`config.mk`:
```
export PLATFORM = sky130hd
export DESIGN_NAME = disp_timing_gen
export DESIGN_NICKNAME = d
export VERILOG_FILES = /design/src/rtl/dtg_pkg.sv /design/src/rtl/dtg_row_scan.sv /design/src/rtl/dtg_flash.sv /design/src/rtl/dtg_selftest.sv /design/src/rtl/disp_timing_gen.sv
export SDC_FILE = /design/constraint.sdc
export NUM_CORES = 1
export LEC_CHECK = 0
export ABC_AREA = 1
export BUFFER_PORTS_ARGS = -buffer_cell sky130_fd_sc_hd__buf_2
export CORE_MARGIN = 2
export CORE_UTILIZATION = 60
export DETAILED_ROUTE_END_ITERATION = 6
export GPL_TIMING_DRIVEN = 0
export PLACE_DENSITY = 0.79
export SYNTH_ARGS = -nofsm -noshare
export SYNTH_HDL_FRONTEND = slang
export SYNTH_SLANG_ARGS = --single-unit
```
`constraint.sdc`:
```
create_clock -name clk_i -period 2.3 [get_ports clk_i]
set_input_delay 0.46 -clock clk_i [delete_from_list [all_inputs] [get_ports clk_i]]
set_output_delay 0.46 -clock clk_i [all_outputs]
set_load 0.01 [all_outputs]
```
`src/rtl/dtg_pkg.sv`:
```
package dtg_pkg;
  typedef enum logic {
    SRC_PIN = 1'b0,
    SRC_OSC = 1'b1
  } tick_src_e;

  function automatic int unsigned cw(input int unsigned n);
    return (n > 1) ? $clog2(n) : 1;
  endfunction
endpackage

```
`src/rtl/dtg_row_scan.sv`:
```
module dtg_row_scan #(
  parameter int unsigned ROW_CYC = 32,
  parameter int unsigned ROWS    = 7
) (
  input  logic                     clk_i,
  input  logic                     rst_ni,
  input  logic                     tick_i,
  output logic [$clog2(ROWS)-1:0]  row_o,
  output logic                     frame_o
);
  localparam int unsigned CW = dtg_pkg::cw(ROW_CYC);
  localparam int unsigned RW = $clog2(ROWS);

  logic [CW-1:0] cyc_q;
  logic [RW-1:0] row_q;
  logic          last_cyc, last_row;

  assign last_cyc = (cyc_q == CW'(ROW_CYC - 1));
  assign last_row = (row_q == RW'(ROWS - 1));

  always_ff @(posedge clk_i or negedge rst_ni) begin
    if (!rst_ni) begin
      cyc_q <= '0;
      row_q <= '0;
    end else if (tick_i) begin
      if (last_cyc) begin
        cyc_q <= '0;
        row_q <= last_row ? '0 : row_q + 1'b1;
      end else begin
        cyc_q <= cyc_q + 1'b1;
      end
    end
  end

  assign row_o   = row_q;
  assign frame_o = tick_i & last_cyc & last_row;

  p_row_range_r4: assert property (@(posedge clk_i) disable iff (!rst_ni)
    row_o < RW'(ROWS));
  p_frame_wrap_r5: assert property (@(posedge clk_i) disable iff (!rst_ni)
    frame_o |=> (row_o == '0));
  p_row_hold_r9: assert property (@(posedge clk_i) disable iff (!rst_ni)
    !tick_i |=> $stable(row_o));
endmodule

```
`src/rtl/dtg_flash.sv`:
```
module dtg_flash #(
  parameter int unsigned FLASH_FRAMES = 128
) (
  input  logic clk_i,
  input  logic rst_ni,
  input  logic frame_i,
  output logic flash_o
);
  localparam int unsigned HALF = FLASH_FRAMES / 2;
  localparam int unsigned HW   = dtg_pkg::cw(HALF);

  logic [HW-1:0] fcnt_q;
  logic          phase_q;

  always_ff @(posedge clk_i or negedge rst_ni) begin
    if (!rst_ni) begin
      fcnt_q  <= '0;
      phase_q <= 1'b0;
    end else if (frame_i) begin
      if (fcnt_q == HW'(HALF - 1)) begin
        fcnt_q  <= '0;
        phase_q <= ~phase_q;
      end else begin
        fcnt_q <= fcnt_q + 1'b1;
      end
    end
  end

  assign flash_o = phase_q;

  p_phase_hold_r6: assert property (@(posedge clk_i) disable iff (!rst_ni)
    !frame_i |=> $stable(flash_o));
endmodule

```
`src/rtl/dtg_selftest.sv`:
```
module dtg_selftest #(
  parameter int unsigned ST_CYC = 262144
) (
  input  logic clk_i,
  input  logic rst_ni,
  input  logic tick_i,
  input  logic start_i,
  output logic busy_o
);
  localparam int unsigned SW = $clog2(ST_CYC + 1);

  logic [SW-1:0] rem_q;
  logic          busy_q;

  always_ff @(posedge clk_i or negedge rst_ni) begin
    if (!rst_ni) begin
      rem_q  <= '0;
      busy_q <= 1'b0;
    end else if (!busy_q) begin
      if (start_i) begin
        rem_q  <= SW'(ST_CYC);
        busy_q <= 1'b1;
      end
    end else if (tick_i) begin
      rem_q <= rem_q - 1'b1;
      if (rem_q == SW'(1)) busy_q <= 1'b0;
    end
  end

  assign busy_o = busy_q;

  p_busy_rise_r7: assert property (@(posedge clk_i) disable iff (!rst_ni)
    (start_i && !busy_o) |=> busy_o);
  p_busy_hold_r9: assert property (@(posedge clk_i) disable iff (!rst_ni)
    (busy_o && !tick_i) |=> (busy_o && $stable(rem_q)));
  p_restart_ign_r8: assert property (@(posedge clk_i) disable iff (!rst_ni)
    (busy_o && start_i && !tick_i) |=> $stable(rem_q));
endmodule

```
`src/rtl/disp_timing_gen.sv`:
```
module disp_timing_gen #(
  parameter int unsigned ROW_CYC      = 32,
  parameter int unsigned ROWS         = 7,
  parameter int unsigned FLASH_FRAMES = 128,
  parameter int unsigned ST_CYC       = 262144
) (
  input  logic                    clk_i,
  input  logic                    rst_ni,
  input  logic                    clk_sel_i,
  input  logic                    osc_tick_i,
  input  logic                    pin_tick_i,
  output logic                    clk_pin_o,
  output logic                    clk_pin_oe_o,
  input  logic                    st_start_i,
  output logic [$clog2(ROWS)-1:0] row_o,
  output logic                    frame_o,
  output logic                    flash_o,
  output logic                    st_busy_o
);
  import dtg_pkg::*;

  tick_src_e src;
  logic      tick;

  // clock mux modelled as a tick-enable select
  assign src          = tick_src_e'(clk_sel_i);
  assign tick         = (src == SRC_OSC) ? osc_tick_i : pin_tick_i;
  assign clk_pin_oe_o = (src == SRC_OSC);
  assign clk_pin_o    = (src == SRC_OSC) & osc_tick_i;

  dtg_row_scan #(.ROW_CYC(ROW_CYC), .ROWS(ROWS)) i_row (
    .clk_i   (clk_i),
    .rst_ni  (rst_ni),
    .tick_i  (tick),
    .row_o   (row_o),
    .frame_o (frame_o)
  );

  dtg_flash #(.FLASH_FRAMES(FLASH_FRAMES)) i_flash (
    .clk_i   (clk_i),
    .rst_ni  (rst_ni),
    .frame_i (frame_o),
    .flash_o (flash_o)
  );

  dtg_selftest #(.ST_CYC(ST_CYC)) i_st (
    .clk_i   (clk_i),
    .rst_ni  (rst_ni),
    .tick_i  (tick),
    .start_i (st_start_i),
    .busy_o  (st_busy_o)
  );

  p_pin_quiet_r3: assert property (@(posedge clk_i) disable iff (!rst_ni)
    !clk_pin_oe_o |-> !clk_pin_o);
  p_pin_src_r2: assert property (@(posedge clk_i) disable iff (!rst_ni)
    (clk_sel_i && !osc_tick_i) |=> $stable(row_o));
endmodule

```
==> impl_metrics.toml, run 1 <==
[sta]
timing.final.max_slew_violations = 0
worst-slew-pin-transition_ps = 761
setup_viol_count_final = 0
fin_setup_tns_ps = 0
post-route-period-util_pct = 94.0
timing_hold_violations_final = 0
finalWorstPathRequiredPeriod_ps = 2160
slew_headroom_pct = 49.2
fmaxAchievable_mhz = 462
worst_clock_skew_ps = 18.3

[power]
vdd_ir_drop_max_mv = 0.634
switching_share_pct = 43.3
power.share.clock_pct = 14.8
cell_internal_pwr_mw = 1.30
total_switching_power_mw = 0.990
sequentialPowerShare_pct = 44.0
power_density_mw_per_mm2 = 978
leakagePower_nw = 1.22
share_comb_of_total_power_pct = 41.2

[worst_setup_path]
crit_chain = "ha_2, inv_1, nor3_2, ha_2, nand2_8, nor2_8, buf_12, buf_6"
critPathKind = "reg -> out"
critical_path.top_delay_family = "adder cells"
worstPathBufferInverterCount = 3
critical_path_required_ps = 1840
critical-path-slowest-cell = "sky130_fd_sc_hd__dfrtp_1"
end_kind = "primary output"
critical_path.max_fanout = 4
worstPathArrival_ps = 1700
critical-path-max-stage-delay_ps = 370
worstSetupStartpointType = "register"
most_used_cell_along_the_critical_path = "sky130_fd_sc_hd__ha_2"
timing.reg2reg.setup_slack_ps = 540

[global_routing]
grt_overflow_total = 0
grt_pass1_vias = 1740
global_routing_usage_summed_across_all_routing_layers_pct = 23.4
largest_net_degree_at_the_start_of_global_routing = 36
grt_pass1_wl_mm = 7.30
grt_antenna_before_repair = 0

[placed_design]
io_buffers = 13
detailed_place.area_mm2 = 0.00223
detailedPlacementHpwl_mm = 2.95
place_congestion = 0.864

[synth]
yosysUniqueCellTypes = 32
synth.yosys.seq_area_share_pct = 41.6
post_synth_top_flop = "sky130_fd_sc_hd__dfrtp_1"
synthCells = 277
syn_avg_cell_area_um2 = 7.61
synth_edf_count = 0
synth_area_mm2 = 0.00211
synth.ff_latch_count = 35
synth-warning-count = 0
synth.net_count = 288
ys_async_sr_fraction_pct = 100

[floorplan]
placementRows = 21
top_level_ports = 14
die-area_mm2 = 0.00400
initial_core_utilization_pct = 62.6
floorplan.die.width_um = 63.3
die_height_um = 63.3
core_box_area_mm2 = 0.00336

[routing]
drtPass1Iterations = 5
drc_errors = 0
avgRoutedWirePerCell_um = 11.6
drt_first_iter_violations = 98
drt-vias-per-instance = 5.09
drt-total-wl_mm = 4.04
final_antenna_violating_net_count = 0
num_vias = 1771

[clock_network]
cts.sink_count = 35
cts_tree = "yes"
cts.path.max_buffers = 2
cts-buffers-inserted = 5
htree_levels = 2
clk_root_buffer_cell = "sky130_fd_sc_hd__clkbuf_4"
cts_hold_buffers = 0
insertion_delay_ps = 340
clkSlewWorstSetupHoldPaths_ps = 110

[run]
drv.max_cap_violation_count = 0

[finish]
diodes = 0
mostFrequentLayoutCell = "sky130_fd_sc_hd__nand2_1"
final_nets = 313
post_route_cells_drive_above_1_share_pct = 17.9
mostFrequentLayoutCells = "sky130_fd_sc_hd__nand2_1 (62), sky130_fd_sc_hd__inv_1 (41), sky130_fd_sc_hd__nor2_1 (36), sky130_fd_sc_hd__dfrtp_1 (35), sky130_fd_sc_hd__nand3_1 (26)"
final_cell_area_mm2 = 0.00234
area_growth_pct = 11.0

[status]
status = "completed"

[min_path]
holdCritPathClass = "in -> async"
[synth_stat cells (4+ instances only)]
master                    count  share of area (%)
sky130_fd_sc_hd__a21oi_1      5                1.2
sky130_fd_sc_hd__dfrtp_1     35                 42
sky130_fd_sc_hd__ha_1         5                3.0
sky130_fd_sc_hd__inv_1       41                7.3
sky130_fd_sc_hd__nand2_1     62                 11
sky130_fd_sc_hd__nand2_2      4                1.2
sky130_fd_sc_hd__nand3_1     26                6.2
sky130_fd_sc_hd__nand4_1      7                2.1
sky130_fd_sc_hd__nor2_1      36                6.4
sky130_fd_sc_hd__nor3_1       7                1.7
sky130_fd_sc_hd__o21ai_0     11                2.6
sky130_fd_sc_hd__o21ai_1      8                1.9
[sequential cells by signal, indices dropped and copies added (netlist names)]
signal and flops:
i_flash.fcnt_q 6, i_flash.flash_o 1, i_st.busy_o 1, i_st.rem_q 19
i_row.cyc_q 5, i_row.row_o 3
[cell families after synthesis]
group,Yosys count,synth area share (%)
xor+xnor,4,2.38
buf+inv,48,10.3
compound gates,30,7.72
simple gates,155,35.1
fa+ha+maj,5,2.97
flops,35,41.6
[worst paths after layout]
kind	startpoint	to	cells after the start
worst max-delay path	i_row.cyc_q[0]$_DFFE_PN0P_	frame_o	8
worst min-delay path	rst_ni	i_st.rem_q[9]$_DFFE_PN0P_	1
worst max register to register	i_row.cyc_q[0]$_DFFE_PN0P_	i_flash.fcnt_q[4]$_DFFE_PN0N_	10
worst min register to register	i_flash.flash_o$_DFFE_PN0P_	i_flash.flash_o$_DFFE_PN0P_	1
max in group asynchronous	rst_ni	i_st.rem_q[13]$_DFFE_PN0P_	1
min in group clk_i	st_start_i	i_st.rem_q[11]$_DFFE_PN0P_	4
[metrics by stage]
step	total power, mW	utilization [%]	hold WS, ps	instances	setup WS (ps)
floorplan	1.73	-	164	277	514
global placement	1.91	66.3	456	336	297
detailed placement	1.93	66.3	458	336	284
CTS	2.29	68.6	205	345	56.1
global route	2.53	69.6	229	348	-0.122
finish	2.29	69.6	177	348	137
[per-layer routing]
metal  GRT usage (%)  vias to the layer above  routed length, um
met2            40.2                       32               2000
li1                -                      928                  -
met3            5.89                       10                134
met5               0                        -                  0
met1            28.2                      801               1840
met4            9.24                        0                 76
[area by class of cell]
| class | count | area (um^2) |
|---|---|---|
| clock buffers | 6 | 51.3 |
| clock inverters | 1 | 5.00 |
| plain buffers | 5 | 55.1 |
| inverters | 43 | 161 |
| repair buffers | 18 | 109 |
| fillers | 301 | 1020 |
| multi-input cells | 194 | 1020 |
| flip-flops and latches | 35 | 876 |
| well taps | 46 | 57.6 |
[worst reg2reg max path: cells and delay by family, from the launching register on]
kind / cells / cell delay (ps)
simple gates: 4 / 380
xor+xnor: 1 / 130
flops: 1 / 370
fa+ha+maj: 2 / 440
buf+inv: 3 / 340
[power by group through the flow]
stage	Combinational, mW	Sequential [mW]	Clock, mW
2_1_floorplan	0.744	0.981	0
3_3_place_gp	0.893	1.01	0
3_5_place_dp	0.920	1.01	0
4_1_cts	0.938	1.00	0.350
5_1_grt	1.11	1.04	0.383
6_report	0.942	1.01	0.340
[timing repair]
action | in CTS | in global routing
resized for setup | 2 | 2
pin swaps | 1 | 5
gates cloned | 0 | 0
setup endpoints to repair | 1 | 1
buffers inserted | 2 | 3
Power figures use the tool's default switching activity.
==> run 2, diff against run 1 <==
--- a/config.mk
+++ b/config.mk
@@ -5,13 +5,12 @@
 export SDC_FILE = /design/constraint.sdc
 export NUM_CORES = 1
 export LEC_CHECK = 0
-export ABC_AREA = 1
 export BUFFER_PORTS_ARGS = -buffer_cell sky130_fd_sc_hd__buf_2
 export CORE_MARGIN = 2
-export CORE_UTILIZATION = 60
+export CORE_UTILIZATION = 59
 export DETAILED_ROUTE_END_ITERATION = 6
 export GPL_TIMING_DRIVEN = 0
-export PLACE_DENSITY = 0.79
+export PLACE_DENSITY = 0.78
 export SYNTH_ARGS = -nofsm -noshare
 export SYNTH_HDL_FRONTEND = slang
 export SYNTH_SLANG_ARGS = --single-unit
==> run 2 against run 1 <==
  * Global-route usage hardly changed
  * Critical path depth down 1
  * Synthesized cell count shrank 34%
  * Clock skew down 11 ps
  * Largest cell class unchanged
  * Hold slack better by 7.7 ps
==> impl_metrics.toml, run 2 <==
[clock_network]
clk_root_buffer_cell = "sky130_fd_sc_hd__clkbuf_4"
cts.sink_count = 35
insertion_delay_ps = 330
cts-buffers-inserted = 5
htree_levels = 2
cts.path.max_buffers = 2
cts_tree = "yes"
clkSlewWorstSetupHoldPaths_ps = 110

[synth]
synth.ff_latch_count = 35
synthMostInstantiatedCell = "sky130_fd_sc_hd__dfrtp_1"
synth.yosys.seq_area_share_pct = 47.6
synthCells = 182
synth-warning-count = 0
syn_avg_cell_area_um2 = 10.1
synth_edf_count = 0
yosys.area.top_type = "sky130_fd_sc_hd__dfrtp_1"
yosysUniqueCellTypes = 45
synth_area_mm2 = 0.00184
ys_async_sr_fraction_pct = 100
netlist_top_cells_count = "sky130_fd_sc_hd__dfrtp_1 (35), sky130_fd_sc_hd__nand2_1 (27), sky130_fd_sc_hd__o21ai_0 (10)"
post_synth_top_flop = "sky130_fd_sc_hd__dfrtp_1"
synth.top_cell.area_share_pct = 47.6
synth.net_count = 193
synth_area_leaders = "sky130_fd_sc_hd__dfrtp_1 (48%), sky130_fd_sc_hd__nand2_1 (5.5%), sky130_fd_sc_hd__mux2i_1 (4.4%), sky130_fd_sc_hd__ha_1 (3.4%), sky130_fd_sc_hd__o21ai_0 (2.7%)"

[floorplan]
floorplan.die.width_um = 59.8
placementRows = 20
core_box_area_mm2 = 0.00300
top_level_ports = 14
die_height_um = 59.8
die-area_mm2 = 0.00358
initial_core_utilization_pct = 61.2

[power]
sequentialPowerShare_pct = 48.2
total_power_consumption_mw = 2.13
leakagePower_nw = 0.987
switching_share_pct = 36.2
share_comb_of_total_power_pct = 30.0
power.share.clock_pct = 21.8
cell_internal_pwr_mw = 1.36
vdd_ir_drop_max_mv = 0.729
total_switching_power_mw = 0.771
power_density_mw_per_mm2 = 1020

[finish]
top_register = "i_st.rem_q"
area_growth_pct = 13.3
largest_register_ffs = 19
mostFrequentLayoutCells = "sky130_fd_sc_hd__dfrtp_1 (35), sky130_fd_sc_hd__nand2_1 (27), sky130_fd_sc_hd__buf_2 (14), sky130_fd_sc_hd__o21ai_0 (10)"
final_cell_area_mm2 = 0.00208
final_nets = 219
diodes = 0
top_regs = "i_st.rem_q x19, i_flash.fcnt_q x6, i_row.cyc_q x5"
post_route_cells_drive_above_1_share_pct = 20.6
mostFrequentLayoutCell = "sky130_fd_sc_hd__dfrtp_1"

[placed_design]
place_congestion = 0.828
io_buffers = 13
detailedPlacementHpwl_mm = 2.63
detailed_place.area_mm2 = 0.00195

[routing]
num_vias = 1497
drt-total-wl_mm = 3.71
drt_first_iter_violations = 89
drt-vias-per-instance = 6.19
avgRoutedWirePerCell_um = 15.3
drtPass1Iterations = 5
drc_errors = 0
final_antenna_violating_net_count = 0

[sta]
worst_clock_skew_ps = 7.76
final.hold.worst_slack_ps = 185
post-route-period-util_pct = 95.7
timing.final.max_slew_violations = 0
setup_viol_count_final = 0
finalWorstPathRequiredPeriod_ps = 2200
fmaxAchievable_mhz = 454
slew_headroom_pct = 48.4
timing_hold_violations_final = 0
fin_setup_tns_ps = 0
worst-slew-pin-transition_ps = 753
rsz0062_at_grt = "yes"

[global_routing]
grt_antenna_before_repair = 0
grt_pass1_wl_mm = 6.35
largest_net_degree_at_the_start_of_global_routing = 36
grt_overflow_total = 0
grt_pass1_vias = 1441
global_routing_usage_summed_across_all_routing_layers_pct = 23.4

[worst_setup_path]
worstPathArrival_ps = 1740
end_kind = "primary output"
critPathKind = "reg -> out"
critical_path_required_ps = 1840
critical_path.max_fanout = 8
worstSetupStartpointType = "register"

[min_path]
holdCritPathClass = "in -> async"

[run]
drv.max_cap_violation_count = 0

[status]
status = "completed"
run 2: changes by cell type after synthesis, moves of 8 or more:
cell / previous run / this run
sky130_fd_sc_hd__nand3_1: 26 / 8
sky130_fd_sc_hd__nand2_1: 62 / 27
sky130_fd_sc_hd__inv_1: 41 / 5
sky130_fd_sc_hd__o21ai_1: 8 / 0
sky130_fd_sc_hd__mux2i_1: 0 / 8
sky130_fd_sc_hd__nor2_1: 36 / 8
run 2: what timing repair did:
action	in CTS	in global routing
gates resized for setup	1	3
hold buffers	0	0
buffers inserted	2	4
pin swaps	1	0
setup endpoints to repair	1	2
run 2: layout make-up:
type | instances | area, um^2
Inverter | 5 | 18.8
Sequential cell | 35 | 876
Clock inverter | 2 | 35.0
Multi-Input combinational cell | 135 | 908
Fill cell | 249 | 920
Buffer | 7 | 42.5
Timing Repair Buffer | 19 | 110
Clock buffer | 6 | 51.3
Tap cell | 33 | 41.3
run 2: power groups by stage:
stage / logic (mW) / clock network, mW / registers, mW
global route: 0.719 / 0.494 / 1.07
finish: 0.638 / 0.464 / 1.03
global placement: 0.579 / 0 / 1.02
floorplan: 0.488 / 0 / 0.978
detailed placement: 0.614 / 0 / 1.03
CTS: 0.621 / 0.472 / 1.02
run 2: per-layer routing:
layer / GRT usage (%) / share of wire, % / vias to the layer above / wire length (um)
li1: - / - / 730 / -
met1: 30.5 / 45 / 725 / 1690
met2: 39.1 / 50 / 34 / 1840
met3: 3.90 / 3.2 / 8 / 117
met4: 8.57 / 1.8 / 0 / 68
met5: 0 / 0 / - / 0
run 2: path summary, 6_finish.rpt:
| path | slack, ps | cells after the start | end | startpoint |
|---|---|---|---|---|
| setup / recovery | 100 | 7 | frame_o | i_row.cyc_q[1]$_DFFE_PN0P_ |
| hold / removal | 190 | 1 | i_flash.fcnt_q[5]$_DFFE_PN0N_ | rst_ni |
| setup reg to reg | 150 | 5 | i_st.rem_q[18]$_DFFE_PN0P_ | i_st.rem_q[6]$_DFFE_PN0P_ |
| hold reg to reg | 470 | 1 | i_flash.flash_o$_DFFE_PN0P_ | i_flash.flash_o$_DFFE_PN0P_ |
| max in group asynchronous | 1630 | 1 | i_st.rem_q[17]$_DFFE_PN0P_ | rst_ni |
| min in group clk_i | 470 | 1 | i_flash.flash_o$_DFFE_PN0P_ | i_flash.flash_o$_DFFE_PN0P_ |
run 2: kinds of logic (layout without fill, tap and decap cells):
family                     after synthesis  count (layout)  synth area share, %
DFF                                     35              35                 47.6
buffers and inverters                   12              39                 3.20
xor gates and xnor gates                 3               3                 1.43
muxes                                   12              12                 6.80
AOI/OAI and AO/OA                       36              36                 13.4
and+or+nand+nor                         79              79                 24.1
adders and majority gates                5               5                 3.40
run 2: metrics by stage:
stage	instances	setup slack [ps]	util, %
floorplan	182	267	-
global placement	228	42.6	64.8
detailed placement	228	37.5	64.8
CTS	238	26.4	68.2
global route	242	-17.8	69.4
finish	242	98.7	69.4
run 2: critical path, stage by stage, from the launching register on:
cell                       delay [ps]
sky130_fd_sc_hd__dfrtp_1          420
sky130_fd_sc_hd__ha_2             190
sky130_fd_sc_hd__and3_1           140
sky130_fd_sc_hd__ha_1             160
sky130_fd_sc_hd__clkbuf_4         170
sky130_fd_sc_hd__nand4_1          130
sky130_fd_sc_hd__inv_2             70
sky130_fd_sc_hd__buf_2            140
==> run 3, diff against run 2 <==
--- a/config.mk
+++ b/config.mk
@@ -11,6 +11,8 @@
 export DETAILED_ROUTE_END_ITERATION = 6
 export GPL_TIMING_DRIVEN = 0
 export PLACE_DENSITY = 0.78
+export SETUP_SLACK_MARGIN = 0.1
+export SKIP_CTS_REPAIR_TIMING = 1
 export SYNTH_ARGS = -nofsm -noshare
 export SYNTH_HDL_FRONTEND = slang
 export SYNTH_SLANG_ARGS = --single-unit
==> run 3 against run 2 <==
  * Via count up 0.53%
  * Cell area increased by 3.6%
  * Die area is the same
  * Flip-flop and latch count did not move
  * Sequential share of layout area is 1.4 points lower
  * First-iteration DRC count rose by 20%
  * Register-to-register slack improved by 20 ps
  * Maximum frequency rose by 1.7%
  * Cell count up 2.5%
  * Worst setup slack better by 38 ps
  * Clock power hardly changed
  * Highest routed layer unchanged
==> impl_metrics.toml, run 3 (synthesis results as in run 2) <==
[clock_network]
insertion_delay_ps = 330
clk_root_buffer_cell = "sky130_fd_sc_hd__clkbuf_4"
cts.path.max_buffers = 2
cts.sink_count = 35
cts_tree = "yes"
htree_levels = 2
clkSlewWorstSetupHoldPaths_ps = 110
cts-buffers-inserted = 5

[min_path]
holdCritPathClass = "in -> async"

[run]
drv.max_cap_violation_count = 0

[power]
power_density_mw_per_mm2 = 1020
total_power_consumption_mw = 2.19
leakagePower_nw = 1.02
vdd_ir_drop_max_mv = 0.730

[worst_setup_path]
crit_chain = "ha_2, and3_4, ha_4, buf_6, nand4_1, inv_2, buf_6"
critical-path-max-stage-delay_ps = 390
worstPathArrival_ps = 1700
critical_path.max_fanout = 6
critical-path-slowest-cell = "sky130_fd_sc_hd__dfrtp_1"
critPathKind = "reg -> out"
most_used_cell_along_the_critical_path = "sky130_fd_sc_hd__buf_6"
critical_path_required_ps = 1840
worstSetupStartpointType = "register"
end_kind = "primary output"

[sta]
worst-slew-pin-transition_ps = 776
fmaxAchievable_mhz = 462
timing.final.max_slew_violations = 0
slew_headroom_pct = 46.8
setup_viol_count_final = 0
post-route-period-util_pct = 94.1
finalWorstPathRequiredPeriod_ps = 2160
timing_hold_violations_final = 0
worst_clock_skew_ps = 7.16
rsz0062_at_grt = "yes"

[routing]
num_vias = 1505
drt-vias-per-instance = 6.07
drc_errors = 0
final_antenna_violating_net_count = 0
drt-total-wl_mm = 3.83
avgRoutedWirePerCell_um = 15.5
drt_first_iter_violations = 107
drtPass1Iterations = 4

[finish]
area_growth_pct = 17.3
diodes = 0
area_of_combinational_cells_with_multiple_inputs_um2 = 926
fillers = 236
mostFrequentLayoutCells = "sky130_fd_sc_hd__dfrtp_1 (34), sky130_fd_sc_hd__nand2_1 (27), sky130_fd_sc_hd__buf_2 (13), sky130_fd_sc_hd__buf_4 (13), sky130_fd_sc_hd__o21ai_0 (10)"
post_route_cells_drive_above_1_share_pct = 24.7
final_nets = 225
top_regs = "i_st.rem_q x19, i_flash.fcnt_q x6, i_row.cyc_q x5"
largest_register_ffs = 19
mostFrequentLayoutCell = "sky130_fd_sc_hd__dfrtp_1"
seq_area_um2 = 877
top_register = "i_st.rem_q"
final_cell_area_mm2 = 0.00216

[global_routing]
grt_overflow_total = 0
grt_pass1_vias = 1426
largest_net_degree_at_the_start_of_global_routing = 36
global_routing_usage_summed_across_all_routing_layers_pct = 23.4
grt_antenna_before_repair = 0
grt_pass1_wl_mm = 6.35

[status]
status = "completed"

[floorplan]
die-area_mm2 = 0.00358
initial_core_utilization_pct = 61.2
top_level_ports = 14
floorplan.die.width_um = 59.8
placementRows = 20
core_box_area_mm2 = 0.00300
die_height_um = 59.8

[placed_design]
detailedPlacementHpwl_mm = 2.63
place_congestion = 0.828
io_buffers = 13
detailed_place.area_mm2 = 0.00195
[run 3: per-layer routing]
layer	GRT usage (%)	share of wire (%)	up-vias
met3	3.90	3.5	4
li1	-	-	744
met5	0	0	-
met2	38.7	50	33
met4	8.57	0.89	0
met1	30.9	46	724
[run 3: layout make-up]
class                           instances  area share, %
Buffer                                  7           2.20
Clock buffer                            6           2.38
Clock inverter                          2           1.62
Inverter                                5          0.870
Multi-Input combinational cell        135           42.9
Sequential cell                        35           40.6
Tap cell                               33           1.91
Timing Repair Buffer                   25           7.48
[run 3: through the flow]
step	hold slack, ps	cells	setup TNS [ps]	setup WS [ps]	util (%)
floorplan	164	182	0	267	-
detailed placement	460	228	0	37.5	64.8
CTS	204	236	-233	-233	67.7
finish	188	248	0	136	71.9
global placement	451	228	0	42.6	64.8
global route	244	248	0	48.0	71.9
[run 3: path summary, 6_finish.rpt]
check                                            start                          end  slack, ps  cells after the start
max in group asynchronous                       rst_ni    i_st.rem_q[5]$_DFFE_PN0P_       1580                      1
min reg2reg                i_flash.flash_o$_DFFE_PN0P_  i_flash.flash_o$_DFFE_PN0P_        470                      1
max reg2reg                  i_st.rem_q[7]$_DFFE_PN0P_   i_st.rem_q[18]$_DFFE_PN0P_        170                      5
min                                             rst_ni   i_row.cyc_q[1]$_DFFE_PN0P_        190                      1
max                         i_row.cyc_q[1]$_DFFE_PN0P_                      frame_o        140                      7
min in group clk_i         i_flash.flash_o$_DFFE_PN0P_  i_flash.flash_o$_DFFE_PN0P_        470                      1
[run 3: critical path: cells and delay by family, from the launching register on]
kind | cells | cell delay (ps)
simple gates | 2 | 320
fa+ha+maj | 2 | 330
buf+inv | 3 | 340
flops | 1 | 390
[run 3: power breakdown]
part	switching, mW	leakage [nW]	total, mW	internal [mW]
clock network	0.205	0.0482	0.462	0.257
registers	0.219	0.445	1.02	0.806
logic	0.366	0.524	0.707	0.341
